**src/rtl/irq_pair_pkg.sv**
```systemverilog
package irq_pair_pkg;
    localparam int NSRC   = 2;
    localparam int SRC_HB = 0;   // input-buffer source, highest priority
    localparam int SRC_TM = 1;   // timer overflow source

    typedef struct packed {
        logic pend;
        logic en;
    } slot_st_t;
endpackage

```
**src/rtl/irq_src_slot.sv**
```systemverilog
module irq_src_slot
    import irq_pair_pkg::*;
(
    input  logic clk,
    input  logic rst_n,
    input  logic req_set,
    input  logic req_clr,
    input  logic en_set,
    input  logic en_clr,
    output logic pend,
    output logic en
);
    slot_st_t st_d, st_q;

    always_comb begin
        st_d = st_q;
        // a fresh request in the same cycle as a take survives
        if (req_clr) st_d.pend = 1'b0;
        if (req_set) st_d.pend = 1'b1;
        // disable dominates a simultaneous enable
        if (en_set)  st_d.en   = 1'b1;
        if (en_clr)  st_d.en   = 1'b0;
    end

    always_ff @(posedge clk or negedge rst_n) begin
        if (!rst_n) st_q <= '0;
        else        st_q <= st_d;
    end

    assign pend = st_q.pend;
    assign en   = st_q.en;
endmodule

```
**src/rtl/irq_pick.sv**
```systemverilog
module irq_pick #(
    parameter int N = 2
) (
    input  logic [N-1:0] ready,
    output logic [N-1:0] grant,
    output logic         any
);
    always_comb begin
        grant = '0;
        any   = 1'b0;
        for (int i = 0; i < N; i++) begin
            if (ready[i] && !any) begin
                grant[i] = 1'b1;
                any      = 1'b1;
            end
        end
    end
endmodule

```
**src/rtl/irq_pair_ctrl.sv**
```systemverilog
module irq_pair_ctrl
    import irq_pair_pkg::*;
#(
    parameter int VEC_W  = 12,
    parameter int HB_VEC = 3,
    parameter int TM_VEC = 7
) (
    input  logic             clk,
    input  logic             rst_n,
    input  logic             host_wr_n,
    input  logic             host_cs_n,
    input  logic             tmr_ovf,
    input  logic             hb_irq_on,
    input  logic             hb_irq_off,
    input  logic             tm_irq_on,
    input  logic             tm_irq_off,
    input  logic             insn_bound,
    input  logic             ret_restore,
    output logic             take,
    output logic [VEC_W-1:0] irq_vec
);
    localparam logic [VEC_W-1:0] HB_ADDR = VEC_W'(HB_VEC);
    localparam logic [VEC_W-1:0] TM_ADDR = VEC_W'(TM_VEC);

    typedef struct packed {
        logic             in_svc;
        logic             take;
        logic [VEC_W-1:0] vec;
    } core_st_t;

    core_st_t st_d, st_q;

    logic [NSRC-1:0] req_set, en_set, en_clr, req_clr;
    logic [NSRC-1:0] pend, en, ready, grant;
    logic            any_ready;

    assign req_set[SRC_HB] = !host_wr_n && !host_cs_n;
    assign req_set[SRC_TM] = tmr_ovf;
    assign en_set          = {tm_irq_on,  hb_irq_on};
    assign en_clr          = {tm_irq_off, hb_irq_off};
    assign ready           = pend & en;

    for (genvar g = 0; g < NSRC; g++) begin : g_slot
        irq_src_slot u_slot (
            .clk     (clk),
            .rst_n   (rst_n),
            .req_set (req_set[g]),
            .req_clr (req_clr[g]),
            .en_set  (en_set[g]),
            .en_clr  (en_clr[g]),
            .pend    (pend[g]),
            .en      (en[g])
        );
    end

    irq_pick #(.N(NSRC)) u_pick (
        .ready (ready),
        .grant (grant),
        .any   (any_ready)
    );

    logic take_now;
    assign take_now = insn_bound && !st_q.in_svc && any_ready;
    assign req_clr  = take_now ? grant : '0;

    always_comb begin
        st_d      = st_q;
        st_d.take = take_now;
        st_d.vec  = '0;
        if (take_now) begin
            st_d.in_svc = 1'b1;
            st_d.vec    = grant[SRC_HB] ? HB_ADDR : TM_ADDR;
        end else if (ret_restore) begin
            st_d.in_svc = 1'b0;
        end
    end

    always_ff @(posedge clk or negedge rst_n) begin
        if (!rst_n) st_q <= '0;
        else        st_q <= st_d;
    end

    assign take    = st_q.take;
    assign irq_vec = st_q.vec;
endmodule

```
**config.mk**
```make
export PLATFORM = sky130hd
export DESIGN_NAME = irq_pair_ctrl
export DESIGN_NICKNAME = d
export VERILOG_FILES = /design/src/rtl/irq_pair_pkg.sv /design/src/rtl/irq_src_slot.sv /design/src/rtl/irq_pick.sv /design/src/rtl/irq_pair_ctrl.sv
export SDC_FILE = /design/constraint.sdc
export NUM_CORES = 1
export LEC_CHECK = 0
export CAP_MARGIN = 10
export CORE_AREA = 4 4 41 43
export DETAILED_ROUTE_END_ITERATION = 10
export DIE_AREA = 0 0 45 47
export GPL_ROUTABILITY_DRIVEN = 0
export GPL_TIMING_DRIVEN = 0
export PLACE_DENSITY = 0.66
export SLEW_MARGIN = 20
export SYNTH_ARGS = -nofsm -noshare
export SYNTH_HDL_FRONTEND = slang
export SYNTH_HIERARCHICAL = 1
export SYNTH_SLANG_ARGS = --single-unit
```
**constraint.sdc**
```tcl
create_clock -name clk -period 2.1 [get_ports clk]
set_input_delay 0.42 -clock clk [delete_from_list [all_inputs] [get_ports clk]]
set_output_delay 0.42 -clock clk [all_outputs]
set_load 0.05 [all_outputs]
```
==> flow_summary.yaml, run 1 <==
outcome:
  outcome: "finished clean"
worst_setup_path:
  crit_path_end_kind: "output pin"
  crit_fanout: 3
  crit_type: "flip-flop to output pin"
  reg2reg_to: "g_slot[1].u_slot/pend"
  required_ns: 1.68
  worstPathArrival_ns: 1.51
  start_kind: "flip-flop"
  reg2reg_depth: 7
  regToRegStartpoint: "g_slot[1].u_slot/pend"
  rrSetupSlack_ns: 0.83
synth:
  synthAdderAreaFrac: 0
  yosys.area.top_type: "dfrtp_1"
  ys_top_cells_by_area: "dfrtp_1, buf_4, nor2_1"
  netlist_area_sq_um: 394
  ys_top_cells_by_count: "buf_4, dfrtp_1, nor2_1, and2_1, inv_1"
  avgSynthCellArea_sq_um: 9.61
  synth_ff_type: "dfrtp_1"
  synth_top_family_by_area: "buffers and inverters"
  ys_ff_latch: 7
  synthXorXnorAreaFrac: 0
  async_flop_share: 1.00
  synth_compound_area_frac: 0.0508
  synthMuxAreaShare: 0
  yosysWarnings: 6
  yosysUniqueCellTypes: 13
  yosysMostFrequentCell: "buf_4"
  netlist_instances: 41
  synth_edf_count: 0
  synth.top_cell.area_share: 0.444
  synth-simple-area-share: 0.210
  synth-seq-area-share: 0.444
cells_and_area:
  final_layout_size_suffix_gt1_frac: 0.284
  seq_area_sq_um: 175
  stdcell_count: 82
  multiInputGateArea_sq_um: 136
  syn2layout_area_growth_pct: 54.6
  final_nets: 79
  fillerInstances: 140
  n_antenna_cell: 0
  fin_util: 0.468
placement:
  preCtsSetupSlack_ns: 0.426
  dp_hpwl_microns: 581
  dp.cells: 78
  io_buffers: 14
cts:
  clk_latency_ns: 0.25
  cts_sinks: 7
  post_cts_buffers: 0
  cts-buffers-inserted: 3
  cts_tree: "built"
  clk_pin_slew_worst_paths_ns: 0.05
  cts-root-buf: "clkbuf_4"
  clockBufferDepth: 2
  cts_resized: 0
  ctsHtreeMaxLevel: 1
  holdBufCountCts: 0
sta:
  slew_violations: 0
  worst_slack_ns: 0.174
  fin_setup_tns_ns: 0
  fmax_ghz: 0.519
  period_needed_ns: 1.93
  finalHoldViolations: 0
  rsz0062_at_grt: "no"
  setup_violations: 0
  timing.final.crit_share: 0.917
  fin_skew_ns: 0.00382
pwr:
  power.density_nw_per_um2: 699
  ir_drop_uv: 239
  power_leakage_nw: 0.315
global_routing:
  grt_antenna_before_repair: 0
  overflow: 0
  grt_pass1_vias: 305
  grt_pass1_wl_microns: 1160
  grt_max_degree: 8
  grtUsageTotal: 0.0829
floorplanning:
  die_x_microns: 45
  num_io_pins: 24
  fp.dieArea_sq_um: 2120
  rows: 13
  core-area_sq_um: 1300
  start_util: 0.303
  fp.dieH_microns: 47
route:
  drt-wirelength-per-cell_microns: 7.93
  via_per_inst: 3.56
  vias: 292
  wl_microns: 650
  drt_iter0_drc: 0
  drc: 0
  dr.pass1.iters: 1
  ant_nets: 0
job:
  max_cap_violations: 0
worst_hold_path:
  hold_path_class: "input port to async pin"
==> sequential cells by signal, indices dropped and copies added, names as in the netlist <==
name,flops
st_q,1
g_slot.u_slot/en,2
irq_vec,2
g_slot.u_slot/pend,2
==> worst max-delay path: stages, from the launching register on <==
cell and delay (ns):
dfrtp_1 0.36, buf_4 0.11, clkdlybuf4s50_1 0.78
==> placed cells by master (no fill, tap or decap) <==
cell,instances
a21o_1,2
and2_1,3
and2_4,1
buf_4,13
clkbuf_1,1
clkbuf_4,3
clkdlybuf4s50_1,14
conb_1,9
dfrtp_1,7
inv_1,3
inv_2,1
nand3b_4,1
nor2_1,6
nor2b_1,1
o21ai_0,1
or2_1,1
==> per-layer routing <==
layer / track usage / up-vias / share of wire
li1: - / 152 / -
met1: 0.0816 / 119 / 0.34
met4: 0.0702 / 0 / 0.023
met2: 0.130 / 19 / 0.50
met3: 0.0421 / 2 / 0.14
met5: 0 / - / 0
==> per-stage QoR <==
| step | area [sq um] | hold slack [ns] | power, mW |
|---|---|---|---|
| after floorplan | 424 | 0.124 | 0.267 |
| after global placement | 583 | 0.456 | 0.306 |
| after detailed placement | 583 | 0.461 | 0.308 |
| after CTS | 609 | 0.430 | 0.434 |
| after global routing | 609 | 0.448 | 0.453 |
| final | 609 | 0.425 | 0.426 |
==> logic make-up (layout without fill, tap and decap cells) <==
family | Yosys count | in the layout
compound gates | 3 | 3
simple gates | 13 | 13
other cells | 1 | 9
buf+inv | 17 | 35
flops | 7 | 7
==> cell type report <==
cell class / instances / share of cell area
Timing Repair Buffer: 14 / 0.230
Sequential cell: 7 / 0.287
Inverter: 4 / 0.0246
Clock buffer: 4 / 0.0431
Tap cell: 15 / 0.0308
Multi-Input combinational cell: 25 / 0.224
Buffer: 13 / 0.160
==> worst max path at each step <==
stage | from | endpoint | slack (ns) | depth (start not counted)
floorplan | irq_vec[0] | irq_vec[0] | 0.78 | 1
global placement | irq_vec[0] | irq_vec[0] | 0.46 | 2
detailed placement | irq_vec[0] | irq_vec[1] | 0.43 | 2
CTS | irq_vec[0] | irq_vec[1] | 0.15 | 2
global route | irq_vec[0] | irq_vec[0] | 0.10 | 2
finish | irq_vec[0] | irq_vec[1] | 0.17 | 2
==> where the power goes <==
group          internal, mW  leakage, nW  switching (mW)
registers             0.148       0.0830         0.00579
clock network        0.0724       0.0150          0.0483
logic                0.0643        0.217          0.0868
total                 0.285        0.315           0.141
No activity file was read; power rests on OpenSTA's default activity.
==> inputs of run 2 (changes only) <==
--- a/config.mk
+++ b/config.mk
@@ -6,6 +6,6 @@
 export NUM_CORES = 1
 export LEC_CHECK = 0
-export CAP_MARGIN = 10
 export CORE_AREA = 4 4 41 43
+export CTS_BUF_LIST = sky130_fd_sc_hd__clkbuf_8
 export DETAILED_ROUTE_END_ITERATION = 10
 export DIE_AREA = 0 0 45 47
==> constraint.sdc (replaced) <==
create_clock -name clk -period 2.1 [get_ports clk]
set_input_delay 0.42 -clock clk [delete_from_list [all_inputs] [get_ports clk]]
set_output_delay 0.42 -clock clk [all_outputs]
set_load 0.01 [all_outputs]
==> run 2 against run 1 <==
  * Fmax rose by 18%
  * Clock skew fell by 0.0026 ns
  * Routed wire length rose by 0.62%
  * Setup slack improved by 0.30 ns
  * Combinational power fell by 35%
  * First-iteration DRC count did not move
  * Clock power rose by 50%
  * Cell count did not move
  * Die area did not move
  * Global-route usage did not move
  * Sequential cell count did not move
  * Sequential power barely moved
  * Largest power group is now the clock network
==> flow_summary.yaml, run 2 (synthesis gave the netlist of run 1 again) <==
cts:
  post_cts_buffers: 0
  cts_sinks: 7
  ctsHtreeMaxLevel: 1
  cts-buffers-inserted: 3
  cts-root-buf: "clkbuf_8"
  clk_latency_ns: 0.22
  clockBufferDepth: 2
  holdBufCountCts: 0
  clk_pin_slew_worst_paths_ns: 0.04
  cts_resized: 0
  cts_tree: "built"
worst_setup_path:
  rrSetupSlack_ns: 0.83
  crit_path_end_kind: "output pin"
  required_ns: 1.68
  crit_fanout: 3
  reg2reg_depth: 7
  worstPathArrival_ns: 1.21
  reg2reg_to: "g_slot[0].u_slot/pend"
  regToRegStartpoint: "g_slot[1].u_slot/pend"
  start_kind: "flip-flop"
  crit_type: "flip-flop to output pin"
floorplanning:
  fp.dieArea_sq_um: 2120
  num_io_pins: 24
  fp.dieH_microns: 47
  core-area_sq_um: 1300
  die_x_microns: 45
  rows: 13
  start_util: 0.303
pwr:
  ir_drop_uv: 296
  power_leakage_nw: 0.327
  power.density_nw_per_um2: 691
placement:
  dp_hpwl_microns: 581
  io_buffers: 14
  postPlaceCellArea_sq_um: 583
cells_and_area:
  final_common_cell: "clkdlybuf4s50_1"
  multiInputGateArea_sq_um: 136
  stdcell_area_sq_um: 628
  final_nets: 79
  n_antenna_cell: 0
  fillerInstances: 140
  final_cell_mix: "clkdlybuf4s50_1, buf_4, conb_1"
  fin_util: 0.483
  final_layout_size_suffix_gt1_frac: 0.284
  seq_area_sq_um: 175
  syn2layout_area_growth_pct: 59.4
sta:
  timing.final.crit_share: 0.775
  period_needed_ns: 1.63
  fmax_ghz: 0.614
  setup_violations: 0
  slew_violations: 0
  fin_setup_tns_ns: 0
  fin_skew_ns: 0.00119
  finalHoldViolations: 0
  rsz0062_at_grt: "no"
job:
  max_cap_violations: 0
route:
  vias: 291
  drc: 0
  drt-wirelength-per-cell_microns: 7.98
  drt_iter0_drc: 0
  via_per_inst: 3.55
  wl_microns: 654
  dr.pass1.iters: 1
  ant_nets: 0
global_routing:
  grt_pass1_vias: 306
  grt_antenna_before_repair: 0
  grt_max_degree: 8
  grt_pass1_wl_microns: 1160
  grtUsageTotal: 0.0829
  overflow: 0
worst_hold_path:
  hold_path_class: "input port to async pin"
outcome:
  outcome: "finished clean"
==> run 2: metal layers <==
metal  track usage  wire, microns  vias up  share of wire
li1              -              -      151              -
met1        0.0816            226      119           0.35
met2         0.130            323       19           0.49
met3        0.0421             88        2           0.13
met4        0.0702             16        0          0.024
met5             0              0        -              0
==> run 2: worst max-delay path by stage <==
| stage | from | to | slack, ns | depth (start not counted) |
|---|---|---|---|---|
| finish | irq_vec[0] | irq_vec[1] | 0.47 | 2 |
| CTS | irq_vec[0] | irq_vec[1] | 0.45 | 2 |
| global route | irq_vec[0] | irq_vec[0] | 0.41 | 2 |
| detailed placement | insn_bound | g_slot[1].u_slot/pend | 0.59 | 6 |
| floorplan | g_slot[0].u_slot/pend | g_slot[0].u_slot/pend | 0.90 | 7 |
| global placement | insn_bound | g_slot[0].u_slot/pend | 0.61 | 6 |
==> run 2: area by class of cell <==
cell class / count / area share
Buffer: 13 / 0.155
Tap cell: 15 / 0.0299
Clock inverter: 1 / 0.00598
Inverter: 4 / 0.0239
Multi-Input combinational cell: 25 / 0.217
Sequential cell: 7 / 0.279
Clock buffer: 3 / 0.0657
Timing Repair Buffer: 14 / 0.223
==> run 2: through the flow <==
step / setup WS [ns] / power, mW / hold slack, ns / instances
floorplan: 0.895 / 0.214 / 0.124 / 49
global placement: 0.613 / 0.254 / 0.456 / 78
detailed placement: 0.590 / 0.256 / 0.461 / 78
CTS: 0.449 / 0.442 / 0.463 / 82
global route: 0.408 / 0.462 / 0.484 / 82
finish: 0.472 / 0.434 / 0.454 / 82
==> run 2: power breakdown <==
part / switching (mW) / leakage (nW) / internal, mW / total, mW
Combinational: 0.0349 / 0.217 / 0.0637 / 0.0986
Clock: 0.0550 / 0.0269 / 0.126 / 0.181
Sequential: 0.00572 / 0.0830 / 0.149 / 0.154
Total: 0.0957 / 0.327 / 0.338 / 0.434
==> run 2: critical path, cell delays in order, from the launching register on <==
cell	delay (ns)
dfrtp_1	0.36
buf_4	0.11
clkdlybuf4s50_1	0.52
